## config.mk

```make
export PLATFORM = sky130hd
export DESIGN_NAME = narrow_read_seq
export DESIGN_NICKNAME = d
export VERILOG_FILES = /design/src/rtl/nrs_pkg.sv /design/src/rtl/nrs_phase_fsm.sv /design/src/rtl/nrs_addr_step.sv /design/src/rtl/nrs_byte_pack.sv /design/src/rtl/narrow_read_seq.sv
export SDC_FILE = /design/constraint.sdc
export NUM_CORES = 1
export LEC_CHECK = 0
export ABC_AREA = 1
export BUFFER_PORTS_ARGS = -buffer_cell sky130_fd_sc_hd__clkbuf_2
export CAP_MARGIN = 40
export CORE_MARGIN = 1.5
export CORE_UTILIZATION = 40
export DETAILED_ROUTE_END_ITERATION = 16
export MAX_ROUTING_LAYER = met4
export PLACE_DENSITY = 0.7
export SYNTH_ARGS = -nofsm -noshare
export SYNTH_HDL_FRONTEND = slang
export SYNTH_SLANG_ARGS = --single-unit
```

## constraint.sdc

```tcl
create_clock -name clk -period 1.3 [get_ports clk]
set_input_delay 0 -clock clk [delete_from_list [all_inputs] [get_ports clk]]
set_output_delay 0 -clock clk [all_outputs]
set_load 0.02 [all_outputs]
```

## src/rtl/nrs_pkg.sv

```systemverilog
// Shared types and helpers for the narrow-port read sequencer.
// Assumes transfer-size codes follow the 2-bit convention: word, byte, half, other.
package nrs_pkg;

    typedef enum logic [2:0] {
        PH_IDLE,
        PH_ADDR,
        PH_SETUP,
        PH_DATA,
        PH_DONE
    } phase_e;

    // Map a transfer length in bytes onto the two-bit size code.
    function automatic logic [1:0] size_code(input int nbytes);
        case (nbytes)
            4:       size_code = 2'b00;
            1:       size_code = 2'b01;
            2:       size_code = 2'b10;
            default: size_code = 2'b11;
        endcase
    endfunction

endpackage

```

## src/rtl/nrs_phase_fsm.sv

```systemverilog
// Phase sequencer: walks address, setup and data clocks for each beat, then
// a done clock. Assumes a zero-wait device, so one data clock per beat.
module nrs_phase_fsm
    import nrs_pkg::*;
#(
    parameter int BEATS  = 4,
    parameter int BEAT_W = 2
) (
    input  logic              clk,
    input  logic              rst_n,
    input  logic              req_valid,
    output phase_e            phase_o,
    output logic [BEAT_W-1:0] beat_o,
    output logic              accept_o,
    output logic              capture_o,
    output logic              done_o,
    output logic              ready_o
);

    localparam logic [BEAT_W-1:0] LAST_BEAT = BEAT_W'(BEATS - 1);

    phase_e            phase_q;
    logic [BEAT_W-1:0] beat_q;

    // Advance phase and beat index once per clock.
    always_ff @(posedge clk) begin
        if (!rst_n) begin
            phase_q <= PH_IDLE;
            beat_q  <= '0;
        end else begin
            case (phase_q)
                PH_IDLE: if (req_valid) begin
                    phase_q <= PH_ADDR;
                    beat_q  <= '0;
                end
                PH_ADDR:  phase_q <= PH_SETUP;
                PH_SETUP: phase_q <= PH_DATA;
                PH_DATA: begin
                    if (beat_q == LAST_BEAT) begin
                        phase_q <= PH_DONE;
                    end else begin
                        phase_q <= PH_ADDR;
                        beat_q  <= beat_q + 1'b1;
                    end
                end
                PH_DONE:  phase_q <= PH_IDLE;
                default:  phase_q <= PH_IDLE;
            endcase
        end
    end

    // Decode control strobes from the current phase.
    always_comb begin
        phase_o   = phase_q;
        beat_o    = beat_q;
        ready_o   = (phase_q == PH_IDLE);
        accept_o  = (phase_q == PH_IDLE) && req_valid;
        capture_o = (phase_q == PH_DATA);
        done_o    = (phase_q == PH_DONE);
    end

    // a data clock always follows a setup clock.
    p_setup_then_data_r5: assert property (@(posedge clk) disable iff (!rst_n)
        (phase_q == PH_DATA) |-> ($past(phase_q) == PH_SETUP));

    // the done clock is followed by idle.
    p_done_to_idle_r10: assert property (@(posedge clk) disable iff (!rst_n)
        (phase_q == PH_DONE) |=> (phase_q == PH_IDLE));

endmodule

```

## src/rtl/nrs_addr_step.sv

```systemverilog
// Address and size generator: latches the aligned word address on accept and
// offsets it by one port width per beat. Assumes a little-step byte address space.
module nrs_addr_step #(
    parameter int          ADDR_W     = 32,
    parameter int          BEAT_W     = 2,
    parameter int          STEP       = 1,
    parameter int          ALIGN_BITS = 2,
    parameter logic [1:0]  FIRST_CODE = 2'b00,
    parameter logic [1:0]  LATER_CODE = 2'b01
) (
    input  logic              clk,
    input  logic              rst_n,
    input  logic              accept_i,
    input  logic [ADDR_W-1:0] req_addr_i,
    input  logic [BEAT_W-1:0] beat_i,
    output logic [ADDR_W-1:0] addr_o,
    output logic [1:0]        tsiz_o
);

    localparam logic [ADDR_W-1:0] ALIGN_MASK = ADDR_W'((64'd1 << ALIGN_BITS) - 1);

    logic [ADDR_W-1:0] base_q;

    // Hold the word-aligned base of the current request.
    always_ff @(posedge clk) begin
        if (!rst_n) begin
            base_q <= '0;
        end else if (accept_i) begin
            base_q <= req_addr_i & ~ALIGN_MASK;
        end
    end

    // Beat address and size code.
    always_comb begin
        addr_o = base_q + (ADDR_W'(beat_i) * ADDR_W'(STEP));
        tsiz_o = (beat_i == '0) ? FIRST_CODE : LATER_CODE;
    end

    // the base never changes while no request is taken.
    p_base_held_r6: assert property (@(posedge clk) disable iff (!rst_n)
        !$past(accept_i) |-> $stable(base_q));

endmodule

```

## src/rtl/nrs_byte_pack.sv

```systemverilog
// Byte packer: clears on accept and shifts each captured lane in at the
// bottom, so the first lane ends up most significant.
module nrs_byte_pack #(
    parameter int WORD_W = 32,
    parameter int LANE_W = 8
) (
    input  logic              clk,
    input  logic              rst_n,
    input  logic              clear_i,
    input  logic              capture_i,
    input  logic [LANE_W-1:0] lane_i,
    output logic [WORD_W-1:0] word_o
);

    logic [WORD_W-1:0] word_q;

    // Shift register that assembles the word big-endian.
    always_ff @(posedge clk) begin
        if (!rst_n) begin
            word_q <= '0;
        end else if (clear_i) begin
            word_q <= '0;
        end else if (capture_i) begin
            word_q <= {word_q[WORD_W-LANE_W-1:0], lane_i};
        end
    end

    assign word_o = word_q;

    // a new request can never arrive during a capture clock.
    p_no_clear_in_capture_r8: assert property (@(posedge clk) disable iff (!rst_n)
        !(clear_i && capture_i));

endmodule

```

## src/rtl/narrow_read_seq.sv

```systemverilog
// Top: serves one word read as byte-wide, burst-inhibited transactions on
// a zero-wait external port. Assumes DATA_W is a multiple of PORT_W.
module narrow_read_seq
    import nrs_pkg::*;
#(
    parameter int ADDR_W = 32,
    parameter int DATA_W = 32,
    parameter int PORT_W = 8
) (
    input  logic              clk,
    input  logic              rst_n,
    input  logic              req_valid,
    input  logic [ADDR_W-1:0] req_addr,
    output logic              req_ready,
    output logic              rsp_valid,
    output logic [DATA_W-1:0] rsp_data,
    output logic [ADDR_W-1:0] bus_addr,
    output logic              bus_cs_n,
    output logic              bus_rd_n,
    output logic [1:0]        bus_tsiz,
    input  logic [PORT_W-1:0] bus_din
);

    localparam int BEATS      = DATA_W / PORT_W;
    localparam int BEAT_W     = (BEATS > 1) ? $clog2(BEATS) : 1;
    localparam int STEP       = PORT_W / 8;
    localparam int ALIGN_BITS = $clog2(DATA_W / 8);
    localparam logic [1:0] FIRST_CODE = size_code(DATA_W / 8);
    localparam logic [1:0] LATER_CODE = size_code(PORT_W / 8);

    phase_e            phase;
    logic [BEAT_W-1:0] beat;
    logic              accept;
    logic              capture;
    logic              done;

    nrs_phase_fsm #(.BEATS(BEATS), .BEAT_W(BEAT_W)) fsm_i (
        .clk       (clk),
        .rst_n     (rst_n),
        .req_valid (req_valid),
        .phase_o   (phase),
        .beat_o    (beat),
        .accept_o  (accept),
        .capture_o (capture),
        .done_o    (done),
        .ready_o   (req_ready)
    );

    nrs_addr_step #(
        .ADDR_W     (ADDR_W),
        .BEAT_W     (BEAT_W),
        .STEP       (STEP),
        .ALIGN_BITS (ALIGN_BITS),
        .FIRST_CODE (FIRST_CODE),
        .LATER_CODE (LATER_CODE)
    ) addr_i (
        .clk        (clk),
        .rst_n      (rst_n),
        .accept_i   (accept),
        .req_addr_i (req_addr),
        .beat_i     (beat),
        .addr_o     (bus_addr),
        .tsiz_o     (bus_tsiz)
    );

    nrs_byte_pack #(.WORD_W(DATA_W), .LANE_W(PORT_W)) pack_i (
        .clk       (clk),
        .rst_n     (rst_n),
        .clear_i   (accept),
        .capture_i (capture),
        .lane_i    (bus_din),
        .word_o    (rsp_data)
    );

    // Bus strobes from the phase: select in setup and data, read in data only.
    always_comb begin
        bus_cs_n  = !((phase == PH_SETUP) || (phase == PH_DATA));
        bus_rd_n  = (phase != PH_DATA);
        rsp_valid = done;
    end

    // the read strobe lasts exactly one clock.
    p_rd_one_clock_r5: assert property (@(posedge clk) disable iff (!rst_n)
        !bus_rd_n |=> bus_rd_n);

    // the read strobe is preceded by a selected, non-reading setup clock.
    p_setup_before_read_r5: assert property (@(posedge clk) disable iff (!rst_n)
        $fell(bus_rd_n) |-> ($past(!bus_cs_n) && $past(bus_rd_n)));

    // chip select goes high after every data clock.
    p_gap_after_data_r9: assert property (@(posedge clk) disable iff (!rst_n)
        !bus_rd_n |=> bus_cs_n);

    // address and size are already stable the clock before select falls.
    p_addr_setup_r9: assert property (@(posedge clk) disable iff (!rst_n)
        $fell(bus_cs_n) |-> ($stable(bus_addr) && $stable(bus_tsiz)));

    // no request is offered as accepted while the bus is in use.
    p_busy_not_ready_r8: assert property (@(posedge clk) disable iff (!rst_n)
        !bus_cs_n |-> !req_ready);

    // the done pulse is one clock and ready follows it.
    p_done_pulse_r10: assert property (@(posedge clk) disable iff (!rst_n)
        rsp_valid |=> (!rsp_valid && req_ready));

endmodule

```

==> run_results.csv <==
group,metric,value,unit
detailed_routing,drtPass1Iterations,4,
floorplanning,start_util,41.6,%
min_path,hp-class,"in -> reg",
setup_path,arrival,1460,ps
floorplanning,core-area,0.00596,mm²
cells_and_area,final_common_cell,"clkbuf_2",
setup_path,r2r_end,"addr_i.base_q[27]",
synth,ys_types,19,
cells_and_area,final_core_util,65.8,%
setup_path,startpoint,"fsm_i.phase_o[0]",
detailed_routing,ant_nets,0,
synth,synth_top_family_by_area,"simple AND/OR/NAND/NOR gates",
placement,io_buffers,109,
clock_network,cts.sinks,67,
floorplanning,ioPinCount,113,
sta,rsz0062_at_grt,"true",
global_routing,overflow,0,
synth,syn-num-nets,359,
detailed_routing,drc,0,
sta,skew,4.63,ps
detailed_routing,wl_met2,3.53,mm
pwr,pwr_density_cell,1250,mW/mm²
setup_path,path_max_fanout,15,
run,cap_violations,0,
setup_path,r2r_slack,40,ps
setup_path,start_kind,"flop",
placement,dp.final_hpwl,3.86,mm
placement,gp_congestion,0.750,
cells_and_area,fin_area,0.00392,mm²
setup_path,cp-endpoint,"addr_i.base_q[27]",
synth,ys_ff_latch,67,
synth,synth_largest_type_area_fraction,54.2,%
sta,post-route-period-util,96.9,%
clock_network,clock_path_buffers,2,
run_status,status,"finished clean",
cells_and_area,final_cell_mix,"106 x clkbuf_2, 100 x nand2_1, 64 x dfxtp_1, 62 x a21oi_1, 39 x dlygate4sd3_1",
floorplanning,rows,28,
floorplanning,die_h,81.7,µm
synth,synth_area_per_cell,7.89,µm²
synth,synth_compound_area_share,13.0,%
pwr,vdd_drop_max,0.000687,V
synth,synth_seq_area_share,54.2,%
detailed_routing,drtIter0Drc,120,
cells_and_area,num_antenna_cells,0,
clock_network,numCtsBuffers,9,
detailed_routing,top_layer,"met4",
detailed_routing,wl_per_cell,13.1,µm
sta,fmax,794,MHz
setup_path,end_kind,"flop",
cells_and_area,num-nets-final,517,
sta,finalSetupViolations,0,
synth,synth_xor_xnor_area_share,0,%
pwr,power.leakage,1.74,nW
detailed_routing,route.met3.wl,504,µm
setup_path,rr_startpoint,"fsm_i.phase_o[0]",
clock_network,htree_levels,3,
clock_network,cts_tree,"built",
global_routing,grt_pass1_wl,10.6,mm
detailed_routing,vias,2672,
placement,place_area,0.00310,mm²
global_routing,track_usage,21.9,%
detailed_routing,viasPerCell,4.84,
cells_and_area,instances_no_fill,552,
setup_path,worstSetupPathType,"reg -> reg",
pwr,p_total,0.00490,W
synth,synth.area.mux_share,0,%
global_routing,grt_pass1_vias,2471,
detailed_routing,routed_wirelength,7.21,mm
global_routing,antenna_found_initial,0,
placement,dp_slack,78.9,ps
sta,slew_violations,0,
synth,synth_adder_area_share,1.01,%
clock_network,cts_root_buf,"clkbuf_8",
synth,syn_inst,314,
synth,netlist_area,0.00248,mm²
setup_path,reg2reg_depth,6,
synth,synth_top_area_cell,"dfxtp_1",
cells_and_area,drive_above_1_share,34.2,%
floorplanning,die_w,81.7,µm
global_routing,grt_max_degree,33,
synth,synth_warnings,0,
clock_network,clkTransAtPathRegs,70,ps
setup_path,required,1500,ps
clock_network,clk_latency,330,ps
synth,synth_area_leaders,"dfxtp_1 54%, nand2_1 16%, a21oi_1 13%, nand3_1 6.3%, buf_4 2.1%",
floorplanning,dieArea,0.00667,mm²
synth,synthSimpleGateAreaFrac,25.1,%
sta,setup_ws,39.9,ps
cells_and_area,area_growth,58.4,%
detailed_routing,drt-met1-wl,3.03,mm
placement,place_inst,484,
sta,fin_crit,1260,ps
sta,hold_viol,0,
## synthesized netlist by cell type
cell	number
a211oi_1	1
a21oi_1	63
buf_2	9
buf_4	7
buf_6	1
clkbuf_1	5
conb_1	1
dfxtp_1	67
ha_1	2
inv_1	6
inv_2	3
nand2_1	105
nand2_2	2
nand3_1	31
nand3_2	1
nor2_1	7
nor2_4	1
nor3_1	1
nor3b_1	1
## worst max-delay path, cell delays in order (launching register included)
cell,delay [ps]
dfxtp_4,370
nor2_4,130
buf_4,130
nand3_4,130
buf_12,200
nand2_1,80
a21oi_1,80
## layer usage
metal | GRT usage (%) | up-vias
met5 | - | -
met4 | 9.15 | 0
met3 | 8.22 | 13
met2 | 36.9 | 95
met1 | 23.0 | 1219
li1 | - | 1345
## how the worst min path moves through the flow
stage / start / depth (start not counted) / slack, ps / to
2_1_floorplan: rst_n / 2 / 120 / fsm_i.beat_o[1]
6_report: req_valid / 3 / 160 / addr_i.base_q[24]
4_1_cts: req_valid / 3 / 110 / fsm_i.phase_o[0]
5_1_grt: req_valid / 3 / 160 / addr_i.base_q[19]
3_3_place_gp: bus_din[6] / 3 / 240 / pack_i.word_o[6]
3_5_place_dp: bus_din[7] / 3 / 240 / pack_i.word_o[7]
## cell families after synthesis
family / Yosys count
AOI/OAI and AO/OA: 64
adders and majority gates: 2
buffers and inverters: 31
DFF: 67
other: 1
and+or+nand+nor: 149
## what timing repair did
| action | 4_1_cts | 5_1_grt |
|---|---|---|
| buffers inserted | 5 | 5 |
| resized for setup | 10 | 15 |
| hold endpoints to repair | 42 | 0 |
| cloned | 2 | 1 |
| hold buffers | 39 | 0 |
| setup endpoints to repair | 2 | 31 |
| pin swaps | 2 | 2 |
## per-stage QoR
stage | TNS, ps | hold slack [ps]
3_3_place_gp | 0 | 236
2_1_floorplan | 0 | 120
6_report | 0 | 157
4_1_cts | 0 | 113
5_1_grt | -57.8 | 159
3_5_place_dp | 0 | 240
## area by class of cell
cell class,count,area [µm²]
fill,498,2030
sequential,67,1350
timing repair buffer,169,1230
multi-input combinational,216,1010
clock buffer,9,124
tap,75,93.8
clock inverter,7,68.8
inverter,9,38.8
## power breakdown
part / switching [W] / internal, W / total (W)
registers: 0.0000617 / 0.00215 / 0.00221
clock network: 0.000785 / 0.000877 / 0.00166
logic: 0.000546 / 0.000485 / 0.00103
## flip-flops by register name, summed over array words and instances (netlist names)
name / cells
fsm_i.phase_o: 3
addr_i.base_q: 30
pack_i.word_o: 32
fsm_i.beat_o: 2
(Power assumes the default switching activity.)
